`src/rtl/cal_pkg.sv`:
```
package cal_pkg;
  localparam int REG_W  = 8;
  localparam int ADDR_W = 4;
  typedef logic [REG_W-1:0] byte_t;

  localparam logic [ADDR_W-1:0] A_SEC  = 4'h0;
  localparam logic [ADDR_W-1:0] A_MIN  = 4'h1;
  localparam logic [ADDR_W-1:0] A_HOUR = 4'h2;
  localparam logic [ADDR_W-1:0] A_WDAY = 4'h3;
  localparam logic [ADDR_W-1:0] A_DATE = 4'h4;
  localparam logic [ADDR_W-1:0] A_MON  = 4'h5;
  localparam logic [ADDR_W-1:0] A_YEAR = 4'h6;
  localparam logic [ADDR_W-1:0] A_CTRL = 4'hE;
  localparam logic [ADDR_W-1:0] A_STAT = 4'hF;

  // Leap test on a two-digit BCD year: value = 10*t + u, and 10*t = 2*t (mod 4)
  function automatic logic is_leap(byte_t y);
    logic [4:0] s;
    s = 5'({1'b0, y[7:4]} << 1) + 5'(y[3:0]);
    return (s[1:0] == 2'b00);
  endfunction

  // Last BCD day of a month
  function automatic byte_t last_day(byte_t m, byte_t y);
    case (m)
      8'h02:                      return is_leap(y) ? 8'h29 : 8'h28;
      8'h04, 8'h06, 8'h09, 8'h11: return 8'h30;
      default:                    return 8'h31;
    endcase
  endfunction
endpackage

```
`src/rtl/cal_bcd_cnt.sv`:
```
module cal_bcd_cnt #(
  parameter int W = 8,
  parameter logic [W-1:0] RST_VAL = '0,
  parameter logic [W-1:0] FLOOR   = '0
) (
  input  logic         clk,
  input  logic         rst_n,
  input  logic         inc,
  input  logic [W-1:0] ceil,
  input  logic         load,
  input  logic [W-1:0] load_val,
  output logic [W-1:0] q,
  output logic         wrap
);
  logic [W-1:0] nxt;

  assign wrap = inc && (q >= ceil);

  always_comb begin
    if (q[3:0] >= 4'd9) nxt = {q[W-1:4] + 1'b1, 4'h0};
    else                nxt = {q[W-1:4], q[3:0] + 4'h1};
  end

  always_ff @(posedge clk or negedge rst_n) begin
    if (!rst_n)    q <= RST_VAL;
    else if (load) q <= load_val;
    else if (wrap) q <= FLOOR;
    else if (inc)  q <= nxt;
  end


  load_wins_chk: assert property (@(posedge clk) disable iff (!rst_n)
    load |=> q == $past(load_val));
endmodule

```
`src/rtl/cal_hour_cnt.sv`:
```
module cal_hour_cnt (
  input  logic       clk,
  input  logic       rst_n,
  input  logic       inc,
  input  logic       load,
  input  logic [7:0] load_val,
  output logic [7:0] hour_reg,
  output logic       day_end
);
  logic       mode12_q;
  logic       pm_q;
  logic [5:0] val_q;
  logic [5:0] nxt;

  always_comb begin
    if (val_q[3:0] >= 4'd9) nxt = {val_q[5:4] + 2'd1, 4'h0};
    else                    nxt = {val_q[5:4], val_q[3:0] + 4'h1};
  end

  assign hour_reg = mode12_q ? {1'b0, 1'b1, pm_q, val_q[4:0]} : {2'b00, val_q};
  assign day_end  = inc && (mode12_q ? (val_q == 6'h11 && pm_q) : (val_q >= 6'h23));

  always_ff @(posedge clk or negedge rst_n) begin
    if (!rst_n) begin
      mode12_q <= 1'b0;
      pm_q     <= 1'b0;
      val_q    <= 6'h00;
    end else if (load) begin
      mode12_q <= load_val[6];
      pm_q     <= load_val[6] & load_val[5];
      val_q    <= load_val[6] ? {1'b0, load_val[4:0]} : load_val[5:0];
    end else if (inc) begin
      if (!mode12_q) begin
        val_q <= (val_q >= 6'h23) ? 6'h00 : nxt;
      end else if (val_q >= 6'h12) begin
        val_q <= 6'h01;
      end else if (val_q == 6'h11) begin
        val_q <= 6'h12;
        pm_q  <= ~pm_q;
      end else begin
        val_q <= nxt;
      end
    end
  end


  pm_flip_chk: assert property (@(posedge clk) disable iff (!rst_n)
    inc && !load && mode12_q && val_q == 6'h11 |=> pm_q != $past(pm_q));
endmodule

```
`src/rtl/bcd_calendar.sv`:
```
module bcd_calendar
  import cal_pkg::*;
(
  input  logic              clk,
  input  logic              rst_n,
  input  logic              tick,
  input  logic              wr_en,
  input  logic [ADDR_W-1:0] wr_addr,
  input  logic [REG_W-1:0]  wr_data,
  input  logic [ADDR_W-1:0] rd_addr,
  output logic [REG_W-1:0]  rd_data
);
  logic  stop_q, osf_q, cent_q;
  logic  time_wr, adv;
  logic  sec_wrap, min_wrap, day_end, wday_wrap, date_wrap, mon_wrap, year_wrap;
  byte_t sec_q, min_q, hour_reg, wday_q, date_q, mon_q, year_q;
  byte_t date_ceil;

  assign time_wr   = wr_en && (wr_addr <= A_YEAR);
  assign adv       = tick && !stop_q && !time_wr;
  assign date_ceil = last_day(mon_q, year_q);

  cal_bcd_cnt #(.W(REG_W), .RST_VAL(8'h00), .FLOOR(8'h00)) u_sec (
    .clk(clk), .rst_n(rst_n), .inc(adv), .ceil(8'h59),
    .load(wr_en && wr_addr == A_SEC), .load_val({1'b0, wr_data[6:0]}),
    .q(sec_q), .wrap(sec_wrap));

  cal_bcd_cnt #(.W(REG_W), .RST_VAL(8'h00), .FLOOR(8'h00)) u_min (
    .clk(clk), .rst_n(rst_n), .inc(sec_wrap), .ceil(8'h59),
    .load(wr_en && wr_addr == A_MIN), .load_val({1'b0, wr_data[6:0]}),
    .q(min_q), .wrap(min_wrap));

  cal_hour_cnt u_hour (
    .clk(clk), .rst_n(rst_n), .inc(min_wrap),
    .load(wr_en && wr_addr == A_HOUR), .load_val(wr_data),
    .hour_reg(hour_reg), .day_end(day_end));

  cal_bcd_cnt #(.W(REG_W), .RST_VAL(8'h01), .FLOOR(8'h01)) u_wday (
    .clk(clk), .rst_n(rst_n), .inc(day_end), .ceil(8'h07),
    .load(wr_en && wr_addr == A_WDAY), .load_val({5'b0, wr_data[2:0]}),
    .q(wday_q), .wrap(wday_wrap));

  cal_bcd_cnt #(.W(REG_W), .RST_VAL(8'h01), .FLOOR(8'h01)) u_date (
    .clk(clk), .rst_n(rst_n), .inc(day_end), .ceil(date_ceil),
    .load(wr_en && wr_addr == A_DATE), .load_val({2'b0, wr_data[5:0]}),
    .q(date_q), .wrap(date_wrap));

  cal_bcd_cnt #(.W(REG_W), .RST_VAL(8'h01), .FLOOR(8'h01)) u_mon (
    .clk(clk), .rst_n(rst_n), .inc(date_wrap), .ceil(8'h12),
    .load(wr_en && wr_addr == A_MON), .load_val({3'b0, wr_data[4:0]}),
    .q(mon_q), .wrap(mon_wrap));

  cal_bcd_cnt #(.W(REG_W), .RST_VAL(8'h00), .FLOOR(8'h00)) u_year (
    .clk(clk), .rst_n(rst_n), .inc(mon_wrap), .ceil(8'h99),
    .load(wr_en && wr_addr == A_YEAR), .load_val(wr_data),
    .q(year_q), .wrap(year_wrap));

  always_ff @(posedge clk or negedge rst_n) begin
    if (!rst_n) begin
      stop_q <= 1'b0;
      osf_q  <= 1'b1;
      cent_q <= 1'b0;
    end else begin
      if (wr_en && wr_addr == A_CTRL) stop_q <= wr_data[7];
      if (stop_q) osf_q <= 1'b1;
      else if (wr_en && wr_addr == A_STAT && !wr_data[7]) osf_q <= 1'b0;
      if (wr_en && wr_addr == A_MON) cent_q <= wr_data[7];
      else if (year_wrap)            cent_q <= ~cent_q;
    end
  end

  always_comb begin
    case (rd_addr)
      A_SEC:   rd_data = sec_q;
      A_MIN:   rd_data = min_q;
      A_HOUR:  rd_data = hour_reg;
      A_WDAY:  rd_data = wday_q;
      A_DATE:  rd_data = date_q;
      A_MON:   rd_data = {cent_q, mon_q[6:0]};
      A_YEAR:  rd_data = year_q;
      A_CTRL:  rd_data = {stop_q, 7'b0};
      A_STAT:  rd_data = {osf_q, 7'b0};
      default: rd_data = '0;
    endcase
  end


  stop_hold_chk: assert property (@(posedge clk) disable iff (!rst_n)
    stop_q && !time_wr |=> $stable(sec_q));

  osf_set_chk: assert property (@(posedge clk) disable iff (!rst_n)
    stop_q |=> osf_q);

  cent_flip_chk: assert property (@(posedge clk) disable iff (!rst_n)
    year_wrap && !(wr_en && wr_addr == A_MON) |=> cent_q != $past(cent_q));

  wday_wrap_chk: assert property (@(posedge clk) disable iff (!rst_n)
    wday_wrap && !time_wr |=> wday_q == 8'h01);

  min_hold_chk: assert property (@(posedge clk) disable iff (!rst_n)
    adv && sec_q != 8'h59 |=> $stable(min_q));
endmodule

```
`config.mk`:
```
export PLATFORM = sky130hd
export DESIGN_NAME = bcd_calendar
export DESIGN_NICKNAME = d
export VERILOG_FILES = /design/src/rtl/cal_pkg.sv /design/src/rtl/cal_bcd_cnt.sv /design/src/rtl/cal_hour_cnt.sv /design/src/rtl/bcd_calendar.sv
export SDC_FILE = /design/constraint.sdc
export NUM_CORES = 1
export LEC_CHECK = 0
export BUFFER_PORTS_ARGS = -buffer_cell sky130_fd_sc_hd__buf_4
export CAP_MARGIN = 20
export CORE_MARGIN = 3
export CORE_UTILIZATION = 45
export DETAILED_ROUTE_END_ITERATION = 16
export PLACE_DENSITY_LB_ADDON = 0.12
export SETUP_SLACK_MARGIN = 0.15
export SYNTH_ARGS = -nofsm -noshare
export SYNTH_HDL_FRONTEND = slang
export SYNTH_SLANG_ARGS = --single-unit
export TNS_END_PERCENT = 30
```
`constraint.sdc`:
```
create_clock -name clk -period 3.02 [get_ports clk]
set_input_delay 0.453 -clock clk [delete_from_list [all_inputs] [get_ports clk]]
set_output_delay 0.453 -clock clk [all_outputs]
set_load 0.02 [all_outputs]
```
==> impl_metrics.tcl, run 1 <==
set metrics [dict create \
    worst_clock_skew_ns 0.0111 \
    synth_area_sq_mm 0.00469 \
    sum_of_negative_setup_slack_ns 0 \
    criticalPathCategory "reg -> reg" \
    drive_gt1_frac 0.209 \
    cp-end-kind "register" \
    synth.avg_cell_area_sq_um 8.33 \
    die_width_um 108 \
    finalInstanceArea_sq_mm 0.00564 \
    cts.sink_count 59 \
    grt_pass1_wl_mm 24.2 \
    async_set_or_reset_flop_fraction_in_the_synthesized_netlist 1.00 \
    route.antenna.remaining_nets 0 \
    initial_core_util 0.471 \
    power.density_cell_area_mw_per_mm2 596 \
    slew_headroom 0.474 \
    detailedPlace.worstSlack_ns -0.117 \
    cts-root-to-sink-buffers 2 \
    clock_latency_ns 0.35 \
    syn_nets 626 \
    post-route-min-period_ns 3.00 \
    worst_min_path_class "in -> async" \
    synthToLayoutAreaGrowth_pct 20.3 \
    worst_setup_hold_path_clk_slew_ns 0.07 \
    num_vias 4686 \
    first_global_vias 4558 \
    synth_edf_count 0 \
    cts_hold_buffers 0 \
    reg2reg_to "u_mon.q[2]$_DFFE_PN0P_" \
    place_area_sq_mm 0.00521 \
    syn_inst 563 \
    netlist-cell-type-count 66 \
    clk_root_buffer_cell "clkbuf_8" \
    wl_per_cell_um 19.9 \
    setup_ws_ns 0.0194 \
    max-cap-violations 0 \
    final_net_count 691 \
    final_util 0.566 \
    hold_violation_count_in_the_final_report 0 \
    drt_iter0_markers 381 \
    die_y_um 108 \
    vias_per_cell 6.12 \
    detailedRoute.firstPassIterationCount 5 \
    seq_total_area_yosys 0.316 \
    cts_htree_levels 3 \
    globalRoute.totalOverflow 0 \
    critPathArrivalTime_ns 3.23 \
    n_fill_cell 935 \
    die-area_sq_mm 0.0117 \
    crit_end "u_mon.q[2]$_DFFE_PN0P_" \
    place_congestion 0.931 \
    final-max-slew-violation-count 0 \
    r2r_cells 16 \
    maximum_clock_frequency_ghz 0.333 \
    crit_fanout 6 \
    finalSetupViolCount 0 \
    core.rowCount 36 \
    tritoncts "yes" \
    result_of_the_run "completed" \
    worst_r2r_startpoint "u_mon.q[0]$_DFFE_PN1P_" \
    yosys_register_bits 59 \
    count_of_warnings_emitted_by_yosys 0 \
    startpoint "u_mon.q[0]$_DFFE_PN1P_" \
    timing.hold.ws_ns 0.171 \
    tightest_slew_ns 0.789 \
    grt_setup_unrepaired "yes" \
    core_area_sq_mm 0.00995 \
    power.ir.vdd_worst_mv 0.272 \
    ff2ff_setup_slack_ns 0.02 \
    global_route.usage.total 0.270 \
    numPortBuffers 27 \
    cts_buffers 9 \
    critical_path_required_ns 3.25 \
    start_kind "register" \
    antennaDiodeCount 0 \
    finalCritPeriodShare 0.994 \
    drt-total-wl_mm 15.2 \
    io_pins 28 \
    pin_count_of_the_biggest_net_entering_global_routing 60 \
    drt_drc_violations_left 0 \
    place_hpwl_mm 11.1 \
    yosys_most_used_dff "dfrtp_1" \
    leakage_nw 2.51 \
    antenna_found_initial 0 \
]
-- flip-flops by register name (all words and copies together) (netlist names), 6 cells and up --
register,cells
u_mon.q,8
u_date.q,8
u_hour.val_q,6
u_year.q,8
u_sec.q,8
u_min.q,8
u_wday.q,8
-- cell families (layout without fill, tap and decap cells) --
family                   count (synthesis)  after routing  share of synthesized area
AND/OR/NAND/NOR                        220            220                      0.230
AO/OA/AOI/OAI                          160            160                      0.238
buffers and inverters                   61            131                     0.0515
flip-flops                              59             59                      0.316
adder cells (fa/ha/maj)                 43             43                      0.115
multiplexers                            17             17                     0.0438
XOR/XNOR                                 3              3                    0.00560
-- layer usage --
layer | GRT usage | routed length (um) | vias up
li1 | - | - | 2200
met1 | 0.370 | 6970 | 2293
met2 | 0.416 | 6920 | 152
met3 | 0.0370 | 781 | 41
met4 | 0.138 | 549 | 0
met5 | 0 | 0 | -
-- synthesized netlist by cell type (8+ instances only) --
cell      count  area (sq um)
a21oi_1      19          95.1
o21ai_0      43           215
a31oi_1      11          68.8
and3_1       11          68.8
nor2_1       44           165
clkbuf_1     17          63.8
and2_1        9          56.3
nand2_1      69           259
mux2_2        8          90.1
nor3_1       17          85.1
o211ai_1     10          75.1
a22oi_1       8          60.1
ha_1         43           538
dfrtp_1      55          1380
nand3_1      23           115
inv_1        39           146
-- area by class of cell --
class,count,area [sq um],area share
multi-input combinational,443,3090,0.548
sequential,59,1480,0.263
timing repair buffer,76,583,0.103
tap,133,166,0.0295
clock buffer,14,163,0.0288
inverter,39,146,0.0260
clock inverter,2,10.0,0.00178
-- worst min-delay path by stage --
stage	endpoint	depth (start not counted)
finish	u_hour.val_q[0]$_DFFE_PN0N_	1
global route	u_hour.val_q[2]$_DFFE_PN0N_	1
CTS	u_hour.val_q[2]$_DFFE_PN0N_	1
detailed placement	osf_q$_DFFE_PN1P_	2
global placement	osf_q$_DFFE_PN1P_	2
floorplan	cent_q$_DFFE_PN0P_	0
-- worst max-delay path, cell delays in order, from the launching register on --
cell and delay, ns:
dfstp_2 0.57, inv_2 0.07, buf_4 0.13, buf_4 0.12
buf_4 0.12, buf_4 0.12, buf_4 0.12, buf_4 0.12
buf_4 0.12, buf_4 0.12, buf_4 0.12, ha_1 0.18
a21boi_0 0.17, buf_4 0.18, or3_1 0.19, o22ai_1 0.10
a221o_1 0.31
-- cells in the final DEF (no fill, tap or decap), types with 16 or more instances in the layout --
cell,n
a21oi_1,17
buf_4,71
dfrtp_1,55
ha_1,40
inv_1,37
nand2_1,67
nand3_1,23
nor2_1,42
nor3_1,16
o21ai_0,41
-- stage by stage --
stage	std cells	total power, mW
after floorplan	563	2.08
after global placement	733	2.54
after detailed placement	733	2.57
after CTS	764	3.33
after global routing	766	3.60
final	766	3.36
-- where the power goes --
| part | switching, mW | total, mW | internal (mW) |
|---|---|---|---|
| Combinational | 0.732 | 1.36 | 0.632 |
| Sequential | 0.341 | 1.33 | 0.986 |
| Clock | 0.329 | 0.670 | 0.341 |
| Total | 1.40 | 3.36 | 1.96 |
-- repair_timing --
action,4_1_cts,5_1_grt
pin swaps,20,15
endpoints found under the hold margin,0,0
resized for setup,14,20
buffers inserted,15,1
endpoints found under the setup margin,17,26
gates cloned,0,1
Power figures use the tool's default switching activity.
==> run 2, diff against run 1 <==
--- a/config.mk
+++ b/config.mk
@@ -8,11 +8,12 @@
 export BUFFER_PORTS_ARGS = -buffer_cell sky130_fd_sc_hd__buf_4
 export CAP_MARGIN = 20
 export CORE_MARGIN = 3
-export CORE_UTILIZATION = 45
+export CORE_UTILIZATION = 40
 export DETAILED_ROUTE_END_ITERATION = 16
 export PLACE_DENSITY_LB_ADDON = 0.12
 export SETUP_SLACK_MARGIN = 0.15
 export SYNTH_ARGS = -nofsm -noshare
 export SYNTH_HDL_FRONTEND = slang
+export SYNTH_HIERARCHICAL = 1
 export SYNTH_SLANG_ARGS = --single-unit
 export TNS_END_PERCENT = 30
==> impl_metrics.tcl, run 2 <==
set metrics [dict create \
    synth_area_sq_mm 0.00646 \
    most_common_cell_after_layout_fill_and_taps_aside "buf_4" \
    timing.hold.ws_ns 0.211 \
    pin_count_of_the_biggest_net_entering_global_routing 60 \
    globalRoute.totalOverflow 0 \
    power.density_cell_area_mw_per_mm2 732 \
    cts_buffers 9 \
    globalRouteMet1Util 0.296 \
    post_layout_instance_count_excluding_filler_cells 1090 \
    syn_inst 724 \
    core.rowCount 45 \
    final_net_count 973 \
    met3_usage 0.0312 \
    crit_fanout 5 \
    core_area_sq_mm 0.0155 \
    start_kind "register" \
    worst_setup_hold_path_clk_slew_ns 0.05 \
    first_global_vias 5824 \
    count_of_warnings_emitted_by_yosys 6 \
    numPortBuffers 27 \
    cp-end-kind "register" \
    sum_of_negative_setup_slack_ns -1.41 \
    tightest_slew_ns 0.830 \
    result_of_the_run "finished with violations" \
    startpoint "u_sec/q[2]$_DFFE_PN0P_" \
    finalCritPeriodShare 1.08 \
    worst_clock_skew_ns 0.00785 \
    post_placement_cell_count 1060 \
    route.antenna.remaining_nets 0 \
    drive_gt1_frac 0.282 \
    antenna_found_initial 0 \
    post-route-min-period_ns 3.25 \
    critPathArrivalTime_ns 3.48 \
    wl_per_cell_um 18.3 \
    die_width_um 133 \
    clk_root_buffer_cell "clkbuf_16" \
    hold_violation_count_in_the_final_report 0 \
    globalRouteMet2Util 0.373 \
    die_y_um 133 \
    synth.avg_cell_area_sq_um 8.92 \
    max-cap-violations 0 \
    drt-total-wl_mm 19.9 \
    vias_per_cell 5.53 \
    place_area_sq_mm 0.00758 \
    finalInstanceArea_sq_mm 0.00815 \
    grt_setup_unrepaired "yes" \
    r2r_cells 20 \
    synthToLayoutAreaGrowth_pct 26.2 \
    drt_iter0_markers 461 \
    setup_ws_ns -0.231 \
    tritoncts "yes" \
    critical_path_required_ns 3.24 \
    global_route.usage.total 0.224 \
    slew_headroom 0.446 \
    clock_latency_ns 0.34 \
    final-max-slew-violation-count 0 \
    initial_core_util 0.417 \
    finalSetupViolCount 9 \
    violations "negative setup slack" \
    detailedRoute.firstPassIterationCount 5 \
    power.ir.vdd_worst_mv 0.322 \
    cts_htree_levels 3 \
    antennaDiodeCount 0 \
    die-area_sq_mm 0.0177 \
    cts-root-to-sink-buffers 2 \
    worst_r2r_startpoint "u_sec/q[2]$_DFFE_PN0P_" \
    drt_drc_violations_left 0 \
    n_fill_cell 1431 \
    grt_most_used_layer "met2" \
    cts.sink_count 59 \
    io_pins 28 \
    grt_pass1_wl_mm 31.3 \
    place_hpwl_mm 15.2 \
    place_congestion 0.907 \
    layout.cells.most_common_list "109 x buf_4, 76 x ha_1, 73 x inv_1" \
    criticalPathCategory "reg -> reg" \
    worst_min_path_class "in -> async" \
    num_vias 6029 \
    leakage_nw 3.69 \
    maximum_clock_frequency_ghz 0.308 \
]
run 2: final cells by class:
| cell class | instances | area [sq um] | share of cell area |
|---|---|---|---|
| multi-input combinational | 610 | 4910 | 0.602 |
| timing repair buffer | 112 | 861 | 0.106 |
| clock inverter | 4 | 72.6 | 0.00890 |
| clock buffer | 12 | 256 | 0.0315 |
| tap | 211 | 264 | 0.0324 |
| inverter | 82 | 310 | 0.0381 |
| sequential | 59 | 1480 | 0.182 |
run 2: power breakdown:
group	switching, mW	leakage [nW]	internal [mW]
logic	1.78	2.81	1.48
clock network	0.382	0.159	0.766
registers	0.460	0.718	1.11
total	2.62	3.69	3.35
run 2: final timing paths:
| check | slack (ns) | endpoint |
|---|---|---|
| worst min register to register | 0.50 | osf_q$_DFFE_PN1P_ |
| min in group clk | 0.40 | cent_q$_DFFE_PN0P_ |
| worst max-delay path | -0.23 | u_year/q[5]$_DFFE_PN0P_ |
| max in group asynchronous | 2.22 | u_mon/q[2]$_DFFE_PN0P_ |
| worst min-delay path | 0.21 | u_wday/q[4]$_DFFE_PN0P_ |
| worst max register to register | -0.23 | u_year/q[5]$_DFFE_PN0P_ |
run 2: critical path, cell delays in order, from the launching register on:
cell and delay, ns:
dfrtp_1 0.42, ha_4 0.28, a211o_1 0.15, a31oi_4 0.05
nor3_4 0.25, nor2_4 0.07, inv_2 0.09, nand3_4 0.10
o21ai_4 0.19, nor2_2 0.07, inv_2 0.06, and2_4 0.15
o21ai_4 0.06, inv_2 0.08, o21ai_4 0.07, inv_4 0.11
nand3_4 0.08, nor3_4 0.22, nor3_4 0.07, a21oi_2 0.20
mux2_4 0.32
run 2: metal layers:
layer | part of all wire | vias up
met5 | 0 | -
li1 | - | 2948
met3 | 0.039 | 28
met1 | 0.45 | 2908
met4 | 0.022 | 0
met2 | 0.49 | 145
run 2: per-stage QoR:
step | total power, mW | worst slack [ns] | utilization
after floorplan | 3.61 | -0.613 | -
after global placement | 4.57 | -0.308 | 0.490
after detailed placement | 4.68 | -0.487 | 0.490
after CTS | 5.91 | -0.235 | 0.518
after global routing | 6.43 | -0.354 | 0.527
final | 5.97 | -0.231 | 0.527
run 2: timing repair:
item | 4_1_cts | 5_1_grt
hold buffers | 0 | 0
setup buffers | 6 | 8
resized for setup | 13 | 20
pin swaps | 7 | 19
setup endpoints to repair | 28 | 31
